## config.mk

```make
export PLATFORM = sky130hd
export DESIGN_NAME = hostbus_bridge
export DESIGN_NICKNAME = d
export VERILOG_FILES = /design/src/rtl/hb_pkg.sv /design/src/rtl/hb_edge_det.sv /design/src/rtl/hb_regfile.sv /design/src/rtl/hb_mem_seq.sv /design/src/rtl/hostbus_bridge.sv
export SDC_FILE = /design/constraint.sdc
export NUM_CORES = 1
export LEC_CHECK = 0
export ABC_AREA = 1
export ABC_CLOCK_PERIOD_IN_PS = 1900
export CAP_MARGIN = 5
export CORE_MARGIN = 4
export CORE_UTILIZATION = 35
export CTS_BUF_LIST = sky130_fd_sc_hd__clkbuf_4
export CTS_CLUSTER_DIAMETER = 120
export DETAILED_ROUTE_END_ITERATION = 10
export HOLD_SLACK_MARGIN = 0.02
export REMOVE_ABC_BUFFERS = 1
export SLEW_MARGIN = 10
export SYNTH_ARGS = -nofsm -noshare
export SYNTH_HDL_FRONTEND = slang
export SYNTH_HIERARCHICAL = 1
export SYNTH_SLANG_ARGS = --single-unit
```

## constraint.sdc

```tcl
create_clock -name clk -period 1.9 [get_ports clk]
set_input_delay 0.19 -clock clk [delete_from_list [all_inputs] [get_ports clk]]
set_output_delay 0.19 -clock clk [all_outputs]
set_load 0.02 [all_outputs]
```

## src/rtl/hb_pkg.sv

```systemverilog
package hb_pkg;
  typedef enum logic [1:0] {
    ST_IDLE = 2'd0,
    ST_MEM  = 2'd1,
    ST_HOLD = 2'd2
  } seq_st_t;
endpackage

```

## src/rtl/hb_edge_det.sv

```systemverilog
module hb_edge_det (
  input  logic       clk,
  input  logic       rst_n,
  input  logic       cs_n,
  input  logic       rd_n,
  input  logic [1:0] wr_n,
  output logic       act,
  output logic       start,
  output logic       is_rd
);
  logic act_q;

  assign act   = !cs_n && (!rd_n || (wr_n != 2'b11));
  assign start = act && !act_q;
  assign is_rd = !rd_n;

  always_ff @(posedge clk) begin
    if (!rst_n) act_q <= 1'b0;
    else        act_q <= act;
  end
endmodule

```

## src/rtl/hb_regfile.sv

```systemverilog
module hb_regfile #(
  parameter int AW = 3,
  parameter int DW = 16
) (
  input  logic               clk,
  input  logic [DW/8-1:0]    we,
  input  logic [AW-1:0]      waddr,
  input  logic [DW-1:0]      wdata,
  input  logic [AW-1:0]      raddr,
  output logic [DW-1:0]      rdata
);
  localparam int DEPTH = 1 << AW;
  localparam int LANES = DW / 8;

  for (genvar l = 0; l < LANES; l++) begin : g_lane
    logic [7:0] lane_mem [DEPTH];
    always_ff @(posedge clk) begin
      if (we[l]) lane_mem[waddr] <= wdata[l*8 +: 8];
    end
    assign rdata[l*8 +: 8] = lane_mem[raddr];
  end
endmodule

```

## src/rtl/hb_mem_seq.sv

```systemverilog
module hb_mem_seq
  import hb_pkg::*;
#(
  parameter int AW      = 16,
  parameter int DW      = 16,
  parameter int MIN_RD  = 4,
  parameter int MIN_WR  = 3,
  parameter int TMO_LIM = 16
) (
  input  logic            clk,
  input  logic            rst_n,
  input  logic            start,
  input  logic            act,
  input  logic            region,
  input  logic            is_rd,
  input  logic [1:0]      byte_wr,
  input  logic [AW-1:0]   addr,
  input  logic [DW-1:0]   wdata,
  input  logic            clr_flags,
  input  logic            mem_gnt_n,
  input  logic            mem_wait_n,
  input  logic [DW-1:0]   mem_rdata,
  output logic            host_wait_n,
  output logic            mem_req_n,
  output logic [AW-1:0]   mem_addr,
  output logic [DW-1:0]   mem_wdata,
  output logic [1:0]      mem_be,
  output logic            mem_rnw,
  output logic            irq,
  output logic            mem_fail,
  output logic            fin,
  output logic [DW-1:0]   fin_data
);
  localparam int EW     = $clog2(TMO_LIM + 2);
  localparam int TW     = $clog2(TMO_LIM + 1);
  localparam int EL_MAX = (1 << EW) - 1;

  seq_st_t        state;
  logic [EW-1:0]  el;
  logic [TW-1:0]  tmo;
  logic           done_q;
  logic [DW-1:0]  cap_q;
  logic [EW-1:0]  mlim;
  logic           cmp_now;
  logic           abort_now;
  logic           rel_now;

  assign mlim      = mem_rnw ? EW'(MIN_RD) : EW'(MIN_WR);
  assign cmp_now   = (state == ST_MEM) && !mem_req_n && !mem_gnt_n && mem_wait_n;
  assign abort_now = (state == ST_MEM) && !mem_req_n && !cmp_now && (tmo == TW'(TMO_LIM - 1));
  assign rel_now   = (state == ST_MEM) && (done_q || cmp_now) && (el >= mlim);
  assign fin       = rel_now || abort_now;
  assign fin_data  = abort_now ? '0 : (done_q ? cap_q : mem_rdata);

  always_ff @(posedge clk) begin
    if (!rst_n) begin
      state       <= ST_IDLE;
      el          <= '0;
      tmo         <= '0;
      done_q      <= 1'b0;
      cap_q       <= '0;
      host_wait_n <= 1'b1;
      mem_req_n   <= 1'b1;
      mem_addr    <= '0;
      mem_wdata   <= '0;
      mem_be      <= 2'b00;
      mem_rnw     <= 1'b1;
      irq         <= 1'b0;
      mem_fail    <= 1'b0;
    end else begin
      if (abort_now) begin
        irq      <= 1'b1;
        mem_fail <= 1'b1;
      end else if (clr_flags) begin
        irq      <= 1'b0;
        mem_fail <= 1'b0;
      end

      case (state)
        ST_IDLE: begin
          if (start) begin
            if (region) begin
              state       <= ST_MEM;
              el          <= EW'(1);
              tmo         <= '0;
              done_q      <= 1'b0;
              host_wait_n <= 1'b0;
              mem_req_n   <= 1'b0;
              mem_addr    <= addr;
              mem_wdata   <= wdata;
              mem_rnw     <= is_rd;
              mem_be      <= is_rd ? 2'b11 : byte_wr;
            end else begin
              state <= ST_HOLD;
            end
          end
        end
        ST_MEM: begin
          if (el != EW'(EL_MAX)) el <= el + EW'(1);
          if (cmp_now) begin
            mem_req_n <= 1'b1;
            done_q    <= 1'b1;
            cap_q     <= mem_rdata;
          end else if (abort_now) begin
            mem_req_n <= 1'b1;
          end else if (!mem_req_n) begin
            tmo <= tmo + TW'(1);
          end
          if (rel_now || abort_now) begin
            host_wait_n <= 1'b1;
            state       <= ST_HOLD;
          end
        end
        ST_HOLD: begin
          if (!act) state <= ST_IDLE;
        end
        default: state <= ST_IDLE;
      endcase
    end
  end

  assert_no_wait_reg_R3: assert property (@(posedge clk) disable iff (!rst_n)
    (state == ST_IDLE && start && !region) |=> host_wait_n);

  assert_min_wait_R4: assert property (@(posedge clk) disable iff (!rst_n)
    (state == ST_MEM && !host_wait_n && el < mlim) |=> !host_wait_n);

  assert_addr_stable_R6: assert property (@(posedge clk) disable iff (!rst_n)
    (!mem_req_n && $past(!mem_req_n)) |-> $stable(mem_addr));

  assert_req_dropped_R7: assert property (@(posedge clk) disable iff (!rst_n)
    $rose(host_wait_n) |-> mem_req_n);

  assert_fail_sticky_R8: assert property (@(posedge clk) disable iff (!rst_n)
    (mem_fail && !clr_flags) |=> mem_fail);

  assert_no_rerequest_R9: assert property (@(posedge clk) disable iff (!rst_n)
    (state == ST_HOLD && act) |=> mem_req_n);
endmodule

```

## src/rtl/hostbus_bridge.sv

```systemverilog
module hostbus_bridge #(
  parameter int AW       = 16,
  parameter int DW       = 16,
  parameter int REG_AW   = 3,
  parameter int STAT_IDX = 7,
  parameter int MIN_RD   = 4,
  parameter int MIN_WR   = 3,
  parameter int TMO_LIM  = 16
) (
  input  logic          clk,
  input  logic          rst_n,
  input  logic          host_cs_n,
  input  logic          host_rd_n,
  input  logic [1:0]    host_wr_n,
  input  logic          host_region,
  input  logic [15:0]   host_addr,
  input  logic [15:0]   host_wdata,
  output logic [15:0]   host_rdata,
  output logic          host_rd_en,
  output logic          host_wait_n,
  output logic          irq,
  output logic          mem_fail,
  output logic          mem_req_n,
  input  logic          mem_gnt_n,
  input  logic          mem_wait_n,
  output logic [15:0]   mem_addr,
  output logic [15:0]   mem_wdata,
  output logic [1:0]    mem_be,
  output logic          mem_rnw,
  input  logic [15:0]   mem_rdata
);
  logic          act, start, is_rd;
  logic          reg_hit, stat_hit, rd_start, clr_flags, fin;
  logic [1:0]    byte_wr;
  logic [1:0]    rf_we;
  logic [DW-1:0] rf_rdata, reg_word, fin_data;

  hb_edge_det u_edge (
    .clk   (clk),
    .rst_n (rst_n),
    .cs_n  (host_cs_n),
    .rd_n  (host_rd_n),
    .wr_n  (host_wr_n),
    .act   (act),
    .start (start),
    .is_rd (is_rd)
  );

  assign byte_wr   = ~host_wr_n;
  assign reg_hit   = start && !host_region;
  assign stat_hit  = (host_addr[REG_AW-1:0] == REG_AW'(STAT_IDX));
  assign rd_start  = reg_hit && is_rd;
  assign rf_we     = (reg_hit && !is_rd) ? byte_wr : 2'b00;
  assign clr_flags = reg_hit && !is_rd && (byte_wr != 2'b00) && stat_hit;

  hb_regfile #(.AW(REG_AW), .DW(DW)) u_rf (
    .clk   (clk),
    .we    (rf_we),
    .waddr (host_addr[REG_AW-1:0]),
    .wdata (host_wdata),
    .raddr (host_addr[REG_AW-1:0]),
    .rdata (rf_rdata)
  );

  assign reg_word = stat_hit ? {{(DW-2){1'b0}}, mem_fail, irq} : rf_rdata;

  hb_mem_seq #(
    .AW(AW), .DW(DW), .MIN_RD(MIN_RD), .MIN_WR(MIN_WR), .TMO_LIM(TMO_LIM)
  ) u_seq (
    .clk         (clk),
    .rst_n       (rst_n),
    .start       (start),
    .act         (act),
    .region      (host_region),
    .is_rd       (is_rd),
    .byte_wr     (byte_wr),
    .addr        (host_addr),
    .wdata       (host_wdata),
    .clr_flags   (clr_flags),
    .mem_gnt_n   (mem_gnt_n),
    .mem_wait_n  (mem_wait_n),
    .mem_rdata   (mem_rdata),
    .host_wait_n (host_wait_n),
    .mem_req_n   (mem_req_n),
    .mem_addr    (mem_addr),
    .mem_wdata   (mem_wdata),
    .mem_be      (mem_be),
    .mem_rnw     (mem_rnw),
    .irq         (irq),
    .mem_fail    (mem_fail),
    .fin         (fin),
    .fin_data    (fin_data)
  );

  always_ff @(posedge clk) begin
    if (!rst_n) begin
      host_rdata <= '0;
      host_rd_en <= 1'b0;
    end else if (rd_start) begin
      host_rdata <= reg_word;
      host_rd_en <= 1'b1;
    end else if (fin && mem_rnw) begin
      host_rdata <= fin_data;
      host_rd_en <= 1'b1;
    end else if (!act) begin
      host_rd_en <= 1'b0;
    end
  end

  assert_rden_no_wait_R10: assert property (@(posedge clk) disable iff (!rst_n)
    host_rd_en |-> host_wait_n);

  assert_rden_write_R10: assert property (@(posedge clk) disable iff (!rst_n)
    (start && !is_rd) |=> !host_rd_en);
endmodule

```

==> out/qor.csv <==
metric,value,unit
synth_cells,1166,
avgViaCountPerCell,4.53,
fin_util,45.9,%
hp-start,host_addr[6],
worstPathMaxFanout,7,
first_iter_violations,409,
design_area,12400,um2
die_width,175,um
grt_pass1_vias,7732,
synth_top_flop_cell,edfxtp_1,
synth_commonest_cells,"328 x nand2_1, 183 x nor2_1, 167 x inv_1",
die_h,175,um
core,27100,um2
grt_max_degree,65,
vias,8006,
leakagePower,5.82,nW
portBuffers,112,
internal_power,7.87,mW
yosysSeqAreaShare,57.1,%
cts_buffers,56,
rows,60,
yosysMostFrequentCell,nand2_1,
fill_cells,2675,
drv_slew,0,
grt_pass1_wl,39800,um
clk-insertion-delay-late,0.68,ns
regArea,5550,um2
synth_top_cell_area_share,39.6,%
path_class,flip-flop to flip-flop,
seq_power_share,48.5,%
dp.cells,1657,
hold_ws,0.143,ns
cts.sinks,213,
clkPwrFrac,40.5,%
cts_tree,built,
h-tree-depth,2,
ys_ff_latch,213,
outcome,"finished, final reports clean",
track_usage,16.2,%
start_util,35.8,%
cts.path.max_buffers,3,
multi_input_area,3230,um2
postSynth.asyncResetShare,0,%
fmax,546,MHz
io_pins,113,
syn_avg_cell_area,8.33,um2
die-area,30500,um2
critPathLaunch,u_seq/tmo[0]$_SDFFE_PN0P_,
max-slew-margin-rel,66.4,%
timing.setup.tns,0,ns
ys_warn_count,6,
post-place-ws,-0.229,ns
synthDistinctLibCells,34,
layout.nets,1410,
finalCriticalPeriod,1.83,ns
antenna_found_initial,1,
drc,0,
start_kind,flip-flop,
cts_root_buf,clkbuf_4,
min_path_type,input port to flip-flop,
synth_area,9710,um2
cap_violations,0,
ys_top_cells_by_area,"edfxtp_1 40%, dfxtp_1 18%, nand2_1 13%, nor2_1 7.1%, inv_1 6.5%",
path_clk_slew,0.06,ns
wl,25300,um
fin_total_pwr,10.4,mW
p_switching,2.52,mW
worstPathRequired,2.46,ns
place_congestion,0.800,
synth_edf_count,128,
drt_first_pass_iters,5,
postRouteAntennaNets,0,
worst_pin_slew,0.502,ns
setup_viol,0,
place_area,11500,um2
comb_power_share,11.0,%
fin_worst_skew,0.0199,ns
post-route-period-util,96.4,%
crit_path_end_kind,flip-flop,
synth_area_leader_cell,edfxtp_1,
peakVddDrop,0.501,mV
grt_overflow,0,
cp.arrival,2.40,ns
rsz0062_at_grt,yes,
syn2layout_area_growth,28.2,%
power_density,835,nW/um2
hpwl,17200,um
stdcell_count,1766,
wl_per_cell,14.3,um
layout-drive-gt1-share,15.1,%
r2r-start,u_seq/tmo[0]$_SDFFE_PN0P_,
setup_slack,0.0684,ns
hold_violations,0,
p_sw_share,24.3,%
-- worst paths after layout --
| path | to | slack, ns | depth (start not counted) |
|---|---|---|---|
| setup reg to reg | host_rdata[10]$_SDFFE_PN0P_ | 0.07 | 16 |
| hold / removal | u_seq/mem_addr[6]$_SDFFE_PN0P_ | 0.14 | 3 |
| hold reg to reg | u_seq/host_wait_n$_SDFFE_PN1P_ | 0.45 | 2 |
| setup / recovery | host_rdata[10]$_SDFFE_PN0P_ | 0.07 | 16 |
-- layer usage --
layer | up-vias | GRT usage [%] | wire (um)
li1 | 4058 | - | -
met2 | 224 | 27.3 | 12000
met3 | 53 | 3.33 | 1380
met5 | - | 0 | 0
met4 | 0 | 5.40 | 584
met1 | 3671 | 20.8 | 11400
-- power groups by stage --
stage | clock [mW] | sequential [mW] | combinational (mW)
floorplan | 0 | 5.23 | 0.425
global placement | 0 | 5.14 | 1.14
detailed placement | 0 | 5.14 | 1.15
CTS | 4.40 | 5.04 | 1.14
global route | 4.64 | 5.05 | 1.26
finish | 4.21 | 5.04 | 1.14
-- timing repair --
item | in CTS | in global routing
endpoints found under the hold margin | 22 | 0
resized for setup | 20 | 36
buffers inserted | 0 | 0
setup endpoints to repair | 30 | 28
gates cloned | 0 | 2
pin swaps | 1 | 8
hold buffers | 1 | 0
-- critical path, stage by stage, from the launching register on --
cell and delay, ns:
dfxtp_2 0.35, ha_4 0.13, inv_2 0.03, nor3_2 0.10, ha_2 0.20, inv_2 0.03, nor2_1 0.07, nand2_1 0.08
nand3_2 0.07, nand2_2 0.06, inv_2 0.08, nand2_4 0.09, nand2_4 0.10, clkbuf_16 0.16, nand2_1 0.05, nor2_1 0.09
nor2_1 0.04
-- flip-flops by register name, indices dropped and copies added, names as in the netlist, 2 cells and up --
| register | count |
|---|---|
| u_seq/mem_addr | 16 |
| u_seq/mem_wdata | 16 |
| host_rdata | 16 |
| u_seq/el | 5 |
| u_rf/g_lane.lane_mem | 128 |
| u_seq/tmo | 5 |
| u_seq/mem_be | 2 |
| u_seq/state | 2 |
| u_seq/cap_q | 16 |
-- cells by family after synthesis --
family                   after synthesis  synth area share [%]
XOR/XNOR                               1                0.0902
AND/OR/NAND/NOR                      628                  26.8
buffers and inverters                230                  10.5
AO/OA/AOI/OAI                         87                  4.66
adder cells (fa/ha/maj)                7                 0.902
flip-flops                           213                  57.1
-- area by class of cell --
cell class	instances	area share [%]
clock inverter	8	0.482
antenna	1	0.0201
clock buffer	97	5.85
timing repair buffer	175	14.0
sequential	213	44.6
inverter	177	5.36
multi-input combinational	723	26.0
tap	372	3.74
-- layout by cell type (no fill, tap or decap), types with 2 or more instances in the layout --
cell type	n
nand2_1	321
nor3_1	6
nor2_1	178
o21ai_0	54
buf_4	51
clkbuf_4	97
nand2_2	6
clkdlybuf4s50_1	85
inv_1	164
clkinv_1	6
edfxtp_1	128
inv_2	12
nand2_4	5
nor2_4	3
dfxtp_1	82
clkbuf_16	2
dfxtp_2	3
dlymetal6s2s_1	11
nand3_1	81
o21ai_2	2
nand3_2	5
nand3b_1	14
buf_12	9
dlygate4sd2_1	14
nor2_2	5
o31ai_1	2
buf_2	2
ha_1	5
a21oi_1	25
No activity file was read; power rests on OpenSTA's default activity.
